$ cat src/rtl/pbm_pkg.sv
`timescale 1ns/1ps
package pbm_pkg;
  localparam logic [2:0] OP_ALLOC    = 3'd1;
  localparam logic [2:0] OP_MMU_RST  = 3'd2;
  localparam logic [2:0] OP_CMP_DROP = 3'd3;
  localparam logic [2:0] OP_CMP_FREE = 3'd4;
  localparam logic [2:0] OP_PNR_FREE = 3'd5;
  localparam logic [2:0] OP_TX_ENQ   = 3'd6;
  localparam logic [2:0] OP_TXQ_CLR  = 3'd7;
endpackage

$ cat src/rtl/pbm_pagemap.sv
`timescale 1ns/1ps
module pbm_pagemap #(
  parameter int NPAGES = 64,
  localparam int IW = $clog2(NPAGES),
  localparam int FW = $clog2(NPAGES + 1)
) (
  input  logic              clk,
  input  logic              rst_n,
  input  logic              clr_all,
  input  logic              set_en,
  input  logic [IW-1:0]     set_idx,
  input  logic              rel_en,
  input  logic [IW-1:0]     rel_idx,
  output logic [NPAGES-1:0] used_o,
  output logic              free_found,
  output logic [IW-1:0]     free_idx,
  output logic [FW-1:0]     free_cnt
);
  logic [NPAGES-1:0] used_q;

  // {found, index} of the lowest clear bit
  function automatic logic [IW:0] first_free(input logic [NPAGES-1:0] m);
    logic [IW:0] r;
    r = '0;
    for (int i = NPAGES - 1; i >= 0; i--)
      if (!m[i]) r = {1'b1, IW'(i)};
    return r;
  endfunction

  function automatic logic [FW-1:0] count_free(input logic [NPAGES-1:0] m);
    logic [FW-1:0] c;
    c = '0;
    for (int i = 0; i < NPAGES; i++) c = c + FW'(!m[i]);
    return c;
  endfunction

  always_ff @(posedge clk) begin
    if (!rst_n || clr_all) used_q <= '0;
    else begin
      if (set_en) used_q[set_idx] <= 1'b1;
      if (rel_en) used_q[rel_idx] <= 1'b0;
    end
  end

  assign {free_found, free_idx} = first_free(used_q);
  assign free_cnt = count_free(used_q);
  assign used_o   = used_q;
endmodule

$ cat src/rtl/pbm_fifo.sv
`timescale 1ns/1ps
module pbm_fifo #(
  parameter int W     = 6,
  parameter int DEPTH = 8,
  localparam int AW = $clog2(DEPTH)
) (
  input  logic         clk,
  input  logic         rst_n,
  input  logic         clr,
  input  logic         push,
  input  logic [W-1:0] din,
  input  logic         pop,
  output logic [W-1:0] dout,
  output logic         empty,
  output logic         full
);
  logic [W-1:0]  mem [DEPTH];
  logic [AW-1:0] wp, rp;
  logic [AW:0]   cnt;
  logic          do_push, do_pop;

  assign do_push = push && !full;
  assign do_pop  = pop && !empty;
  assign empty   = (cnt == '0);
  assign full    = (cnt == (AW+1)'(DEPTH));
  assign dout    = mem[rp];

  function automatic logic [AW-1:0] nxt(input logic [AW-1:0] p);
    return (p == AW'(DEPTH - 1)) ? '0 : p + AW'(1);
  endfunction

  always_ff @(posedge clk) begin
    if (!rst_n || clr) begin
      wp <= '0; rp <= '0; cnt <= '0;
    end else begin
      if (do_push) wp <= nxt(wp);
      if (do_pop)  rp <= nxt(rp);
      if (do_push && !do_pop) cnt <= cnt + 1'b1;
      else if (do_pop && !do_push) cnt <= cnt - 1'b1;
    end
  end

  always_ff @(posedge clk) begin
    if (do_push && rst_n && !clr) mem[wp] <= din;
  end
endmodule

$ cat src/rtl/pbm_mgr.sv
`timescale 1ns/1ps
module pbm_mgr #(
  parameter int NPAGES     = 64,
  parameter int QDEPTH     = 8,
  parameter int REL_CYCLES = 4,
  localparam int PW = $clog2(NPAGES),
  localparam int FW = $clog2(NPAGES + 1),
  localparam int CW = $clog2(REL_CYCLES + 1)
) (
  input  logic          clk,
  input  logic          rst_n,
  input  logic          cmd_wr,
  input  logic [2:0]    cmd_op,
  input  logic          pnr_wr,
  input  logic [PW-1:0] pnr_wdata,
  input  logic          xmit_done,
  output logic [7:0]    pnr_q,
  output logic [7:0]    arr_q,
  output logic          alloc_done,
  output logic          busy,
  output logic          proto_err,
  output logic [PW-1:0] tx_head,
  output logic          tx_empty,
  output logic [PW-1:0] cmp_head,
  output logic          cmp_empty,
  output logic [FW-1:0] free_pages
);
  import pbm_pkg::*;

  logic [PW-1:0]     pnr;
  logic              arr_failed;
  logic [PW-1:0]     arr_page;
  logic              alloc_pend;
  logic [CW-1:0]     rel_cnt;
  logic [PW-1:0]     rel_idx_q;
  logic              rel_ok_q;
  logic [NPAGES-1:0] used_map;
  logic              free_found;
  logic [PW-1:0]     free_idx;
  logic              tx_full, cmp_full;

  // named internal events
  logic          ev_accept, ev_reject, ev_alloc_start, ev_alloc_end;
  logic          ev_rel_start, ev_rel_end, ev_cmp_underrun, ev_enq_full;
  logic          ev_rel_unused, ev_pnr_blocked, ev_err, ev_qclear, ev_mmu_rst;
  logic          ev_tx_move, ev_cmp_pop;
  logic [PW-1:0] rel_pkt;

  assign busy            = (rel_cnt != '0);
  assign ev_accept       = cmd_wr && !busy && !alloc_pend;
  assign ev_reject       = cmd_wr && !ev_accept;
  assign ev_alloc_start  = ev_accept && (cmd_op == OP_ALLOC);
  assign ev_alloc_end    = alloc_pend;
  assign ev_mmu_rst      = ev_accept && (cmd_op == OP_MMU_RST);
  assign ev_qclear       = ev_mmu_rst || (ev_accept && (cmd_op == OP_TXQ_CLR));
  assign ev_cmp_pop      = ev_accept && ((cmd_op == OP_CMP_DROP) || (cmd_op == OP_CMP_FREE));
  assign ev_cmp_underrun = ev_cmp_pop && cmp_empty;
  assign ev_enq_full     = ev_accept && (cmd_op == OP_TX_ENQ) && tx_full;
  assign rel_pkt         = (cmd_op == OP_PNR_FREE) ? pnr : cmp_head;
  assign ev_rel_start    = ev_accept && ((cmd_op == OP_PNR_FREE) ||
                                         ((cmd_op == OP_CMP_FREE) && !cmp_empty));
  assign ev_rel_unused   = ev_rel_start && !used_map[rel_pkt];
  assign ev_rel_end      = (rel_cnt == CW'(1));
  assign ev_pnr_blocked  = pnr_wr && busy;
  assign ev_err          = ev_reject || ev_cmp_underrun || ev_enq_full ||
                           ev_rel_unused || ev_pnr_blocked;
  assign ev_tx_move      = xmit_done && !tx_empty && !cmp_full;

  always_ff @(posedge clk) begin
    if (!rst_n) begin
      pnr <= '0; arr_failed <= 1'b0; arr_page <= '0; alloc_pend <= 1'b0;
      alloc_done <= 1'b0; rel_cnt <= '0; rel_idx_q <= '0; rel_ok_q <= 1'b0;
      proto_err <= 1'b0;
    end else begin
      alloc_pend <= ev_alloc_start;
      alloc_done <= ev_alloc_end;
      if (ev_err) proto_err <= 1'b1;
      if (ev_mmu_rst) pnr <= '0;
      else if (pnr_wr && !busy) pnr <= pnr_wdata;
      if (ev_alloc_start) arr_failed <= 1'b1;
      else if (ev_alloc_end) begin
        arr_failed <= !free_found;
        arr_page   <= free_found ? free_idx : '0;
      end
      if (ev_rel_start) begin
        rel_cnt   <= CW'(REL_CYCLES);
        rel_idx_q <= rel_pkt;
        rel_ok_q  <= used_map[rel_pkt];
      end else if (busy) rel_cnt <= rel_cnt - 1'b1;
    end
  end

  pbm_pagemap #(.NPAGES(NPAGES)) map_i (
    .clk(clk), .rst_n(rst_n), .clr_all(ev_mmu_rst),
    .set_en(ev_alloc_end && free_found), .set_idx(free_idx),
    .rel_en(ev_rel_end && rel_ok_q), .rel_idx(rel_idx_q),
    .used_o(used_map), .free_found(free_found), .free_idx(free_idx),
    .free_cnt(free_pages)
  );

  pbm_fifo #(.W(PW), .DEPTH(QDEPTH)) txq_i (
    .clk(clk), .rst_n(rst_n), .clr(ev_qclear),
    .push(ev_accept && (cmd_op == OP_TX_ENQ)), .din(pnr),
    .pop(ev_tx_move), .dout(tx_head), .empty(tx_empty), .full(tx_full)
  );

  pbm_fifo #(.W(PW), .DEPTH(QDEPTH)) cmpq_i (
    .clk(clk), .rst_n(rst_n), .clr(ev_qclear),
    .push(ev_tx_move), .din(tx_head),
    .pop(ev_cmp_pop), .dout(cmp_head), .empty(cmp_empty), .full(cmp_full)
  );

  assign pnr_q = 8'(pnr);
  assign arr_q = {arr_failed, 7'(arr_page)};
endmodule

$ cat config.mk
export PLATFORM = sky130hd
export DESIGN_NAME = pbm_mgr
export DESIGN_NICKNAME = d
export VERILOG_FILES = /design/src/rtl/pbm_pkg.sv /design/src/rtl/pbm_pagemap.sv /design/src/rtl/pbm_fifo.sv /design/src/rtl/pbm_mgr.sv
export SDC_FILE = /design/constraint.sdc
export NUM_CORES = 1
export LEC_CHECK = 0
export ABC_CLOCK_PERIOD_IN_PS = 19500
export BUFFER_PORTS_ARGS = -buffer_cell sky130_fd_sc_hd__buf_2
export CAP_MARGIN = 20
export CELL_PAD_IN_SITES_DETAIL_PLACEMENT = 1
export CELL_PAD_IN_SITES_GLOBAL_PLACEMENT = 1
export CORE_MARGIN = 1
export CORE_UTILIZATION = 47
export CTS_BUF_LIST = sky130_fd_sc_hd__clkbuf_8 sky130_fd_sc_hd__clkbuf_16
export DETAILED_ROUTE_END_ITERATION = 6
export GPL_ROUTABILITY_DRIVEN = 0
export PLACE_DENSITY = 0.81
export SLEW_MARGIN = 15
export SYNTH_ARGS = -nofsm -noshare
export SYNTH_HDL_FRONTEND = slang
export SYNTH_SLANG_ARGS = --single-unit
$ cat constraint.sdc
create_clock -name clk -period 19.5 [get_ports clk]
set_input_delay 3.9 -clock clk [delete_from_list [all_inputs] [get_ports clk]]
set_output_delay 3.9 -clock clk [all_outputs]
set_load 0.02 [all_outputs]
# == After elaboration in Yosys (flattened, before gate mapping) ==
# Memory sizes are Yosys's and may differ from the RTL's. A register that Yosys moved wholly into a read port is not among the register bits.
# Cells that the tools add are included.
# totals
ff_bits,110
ram_bits,96
input_bits,14
output_inout_bits,40
wordCells,341
memories,2
# memory_table
memory,depth,word_bits,read_ports,rd_ports_with_merged_regs,write_ports,line_no,rtl
cmpq_i.mem,8,6,1,1,1,pbm_fifo.sv:17,logic [W-1:0] mem [DEPTH];
txq_i.mem,8,6,1,1,1,pbm_fifo.sv:17,
# classes
add_sub_neg,72
order_cmp,5
n_eq_ne,14
muxes,95
bitwise,5
reduce_logical,131
# ops
op,count
$mux 7,64
$add 7x1->7,62
$mux 64,3
$logic_not 1->1,79
$and 64x64->64,1
$not 64->64,1
$or 64x64->64,1
$logic_and 1x1->1,33
$mux 3,10
$eq 3x3->1 const B,8
$lt 6x7->1 const B,3
$mux 4,4
$add 3x1->3 const B,4
$demux 1 s6,2
$ge 6x1->1 const B,2
$mux 6,2
$logic_or 1x1->1,9
$mux 1,9
$add 4x1->4 const B,2
$eq 4x4->1 const B,2
$logic_not 4->1,2
$reduce_bool 2->1,4
$sub 4x1->4 const B,2
$bmux 1 s6,1
other kinds (8),12

# == Logic depth before layout (Yosys ltp) ==
# logic_depth
ltp_word,73
ltp_mapped,21
ltp_nobuf,21

# == By module ==
# Synthesis repeated with hierarchy kept, for this count alone.
# unflattened
cells_unflattened,1139
area_unflattened_um2,12502.0
# modules_own_cells
mod,instances,cells_each,area_each_um2,seq_area_each_um2
pbm_pagemap,1,574,5211.2,1281.2
pbm_fifo,2,148,2566.2,1701.6
pbm_mgr,1,269,2158.3,520.5

# == Worst setup path after synthesis ==
# No wires, ideal clock.
# synth_path
path_kind,register -> output
startpoint,"register map_i.used_q[0], in the netlist map_i.used_o[0]"
endpoint,output free_pages[6]
t_arrival_ps,6149
required_ps,15600
setup_slack_ps,9451
path_stages_with_launch,19
n_path_buf,0
cell_sequence,dfxtp_1 inv_1 ha_1 fa_1 fa_1 fa_1 fa_1 fa_1 fa_1 fa_1 fa_1 fa_1 fa_1 a21oi_1 nor2_1 nor2_1 nor2b_1 o21ai_0 nand2b_1
# synth_between
elab_chain_cells,64
# synth_rtl
item,line_no,rtl
start: declaration,pbm_pagemap.sv:19,logic [NPAGES-1:0] used_q;
start signal: assignment,pbm_pagemap.sv:38,if (!rst_n || clr_all) used_q <= '0;
start signal: indexed assignment,pbm_pagemap.sv:40,if (set_en) used_q[set_idx] <= 1'b1;
start signal: indexed assignment,pbm_pagemap.sv:41,if (rel_en) used_q[rel_idx] <= 1'b0;
$logic_not 1->1,n/a,
$add 1x1->2,pbm_pagemap.sv:33,for (int i = 0; i < NPAGES; i++) c = c + FW'(!m[i]);
$add 7x1->7 (62 in a row),pbm_pagemap.sv:33,
end: declaration,pbm_mgr.sv:26,output logic [FW-1:0] free_pages
# No other way between the ends.

# == Worst setup path in the final report ==
# layout_path
startpoint,"register map_i.used_q[1], in the netlist map_i.used_o[1]"
endpoint,output free_pages[6]
# The elaborated chain is that of the path after synthesis.

==> flow_summary.ini <==
[detailed_routing]
first_iter_violations = 909
wl_per_cell_um = 26.4
num_vias = 9812
drt-total-wl_um = 40500
drc = 0
firstDrtPassIters = 5
vias_per_cell = 6.38
antenna_left = 0

[layout]
layout_commonest_cell = dfxtp_1
final_area_sq_mm = 0.0135
drive_gt1_frac = 0.132
final_nets = 1292
fill_cells = 2705
area.growth.synth_to_final_pct = 11.3
fin_util = 0.534
diodes = 0
mostFrequentLayoutCells = 116 x dfxtp_1, 112 x a21oi_1, 96 x inv_1, 96 x edfxtp_1, 85 x nand2_1

[setup_path]
required_ps = 15600
end_kind = primary output
reg2reg_slack_ps = 14810
start_kind = flop
worstSetupStartpoint = map_i.used_o[1]
worstReg2RegEnd = map_i.used_o[7]
r2r-start = map_i.used_o[58]
path_max_fanout = 5
worst-setup-path-type = reg2out
cp.arrival_ps = 7120
rr_worst_depth = 9
worstSetupEndpoint = free_pages[6]

[clock_network]
cts_setup_buffers = 0
tritoncts = built
cts_buffer_depth = 3
cts_buffers = 24
ctsResizeCount = 0
cts_root_buf = clkbuf_16
cts_hold_buf = 0
htree_levels = 1
clock-sinks = 212
clk_latency_ps = 540
clkTransAtPathRegs_ps = 60

[timing]
tns_ps = 0
rsz0062_at_grt = no
setup_viol = 0
fmaxAchievable_mhz = 90.7
period_needed_ps = 11020
drv_slew = 0
skew_ps = 18.8
finalCritPeriodShare = 0.565
slew_headroom = 0.197
hold_viol_final = 0
worst_slew_pin_slew_ps = 1200
timing.hold.ws_ps = 476

[synthesis]
syn_area_sq_mm = 0.0121
ys_warn_count = 0
synth_ff_type = dfxtp_1
synth-edff-count = 96
async_flop_share = 0
syn_inst = 1151
postSynthAreaPerCell_sq_um = 10.5
yosysUniqueCellTypes = 74
ys_ff_latch = 212
yosysSeqAreaShare = 0.431

[status]
outcome = complete, no violations

[pwr]
pwr-share-clk = 0.373
power.switching_mw = 0.399
peakVddDrop_mv = 0.0812
p_seq_frac = 0.414
power_frac_comb = 0.213
p_int_mw = 0.880
swShare = 0.312
power_mw = 1.28
p_leak_nw = 4.61
p_per_area_mw_per_mm2 = 95.1

[global_routing]
first_global_vias = 10300
use_met2 = 0.514
met3_usage = 0.0550
use_met1 = 0.398
grt_max_degree = 71
grt.overflow.total = 0
busiest_layer = met2
antenna_found_initial = 0
grt_util_all_layers = 0.312
grt_pass1_wl_um = 61800

[die]
core_sq_mm = 0.0252
dieWidth_um = 162
num_io_pins = 54
dieArea_sq_mm = 0.0264
start_util = 0.480
die_y_um = 162
rows = 58

[placed_design]
place_area_sq_mm = 0.0126
port_buffers = 50
dp_hpwl_um = 28200

[job]
maxCapViolations = 0

[min_path]
hp-class = reg2reg
power by group through the flow:
stage               registers (mW)  clock network [mW]  logic (mW)
global route                 0.534               0.493       0.297
detailed placement           0.539                   0       0.266
finish                       0.529               0.477       0.273
floorplan                    0.527                   0       0.200
global placement             0.537                   0       0.255
CTS                          0.529               0.480       0.272
sequential cells by signal, summed over array words and instances, names as in the netlist, 4 cells and up, named ones only:
register and count:
map_i.used_o 64, rel_idx_q 6, pnr 6, txq_i.mem 48, cmpq_i.mem 48, cmpq_i.cnt 4, arr_page 6, txq_i.cnt 4
cell type report:
cell class | count | area, sq um | area share
multi-input cells | 794 | 6330 | 0.470
flip-flops and latches | 212 | 5200 | 0.387
clock buffers | 26 | 639 | 0.0475
well taps | 330 | 413 | 0.0307
inverters | 99 | 372 | 0.0276
repair buffers | 58 | 309 | 0.0230
clock inverters | 18 | 185 | 0.0138
critical path: stages (launching register included):
cell      delay, ps
dfxtp_1         410
inv_1           120
ha_1            330
fa_1            540
fa_1            540
fa_1            590
fa_1            450
fa_1            550
fa_1            440
fa_1            540
fa_1            430
fa_1            410
fa_1            410
a21oi_1         160
nor2_1           50
nor2_1          180
nor2b_1          70
o21ai_0         140
nand2b_1         60
buf_2           150
cells by family (layout without fill, tap and decap cells):
kind of cell             after synthesis  count (layout)  synth area share
other                                  1               3          0.000310
buffers and inverters                147             201            0.0501
flip-flops                           212             212             0.431
AO/OA/AOI/OAI                        301             301             0.158
AND/OR/NAND/NOR                      301             301             0.124
multiplexers                          88              88             0.101
XOR/XNOR                              12              12           0.00870
adder cells (fa/ha/maj)               89              89             0.127
cell usage after synthesis, types with 4 or more instances:
library cell  number  area [sq um]
a2111oi_0          5          43.8
a211oi_1           7          52.6
a21boi_0           5          37.5
a21o_1             4          30.0
a21oi_1          112           561
a221oi_1          28           245
a311oi_1           5          43.8
a31oi_1            5          31.3
and2_1            10          62.6
and3_1             6          37.5
and4_1             4          35.0
buf_2             10          50.1
buf_4              5          37.5
clkbuf_1          27           101
dfxtp_1          116          2320
edfxtp_1          96          2880
fa_1              56          1120
ha_1              33           413
inv_1             94           353
inv_2              4          15.0
mux2_1             7          78.8
mux2_2            15           169
mux2i_1           41           410
mux2i_4            4          90.1
mux4_2            21           473
nand2_1           85           319
nand2b_1          11          68.8
nand3_1           13          65.1
nand3b_1           5          37.5
nand4_1           23           144
nor2_1            75           282
nor2b_1           16           100
nor3_1            27           135
nor3b_1            4          30.0
o2111ai_1          4          35.0
o211a_1            4          40.0
o211ai_1          14           105
o21ai_0           64           320
o22ai_1            4          25.0
o31ai_1            6          45.0
or3_1              6          37.5
or4b_1             6          60.1
xnor2_1            8          70.1
xor2_1             4          35.0
layer usage:
metal,wire (um),up-vias
met5,0,-
met4,2060,0
met3,2930,121
met2,19200,466
met1,16300,4936
li1,-,4289
per-stage QoR:
step,instances,setup WS (ps)
2_1_floorplan,1153,9450
3_3_place_gp,1490,9210
3_5_place_dp,1490,9060
4_1_cts,1534,8480
5_1_grt,1537,8190
6_report,1537,8480
worst min path at each step:
stage                        to  cells past startpoint         from
floorplan                  flop                      2  txq_i.rp[1]
global placement    arr_page[2]                      2  arr_page[2]
detailed placement  arr_page[2]                      2  arr_page[2]
CTS                 arr_page[2]                      2  arr_page[2]
global route        arr_page[2]                      2  arr_page[2]
finish              arr_page[2]                      2  arr_page[2]
Note: power is estimated with default switching activity, not from simulation.
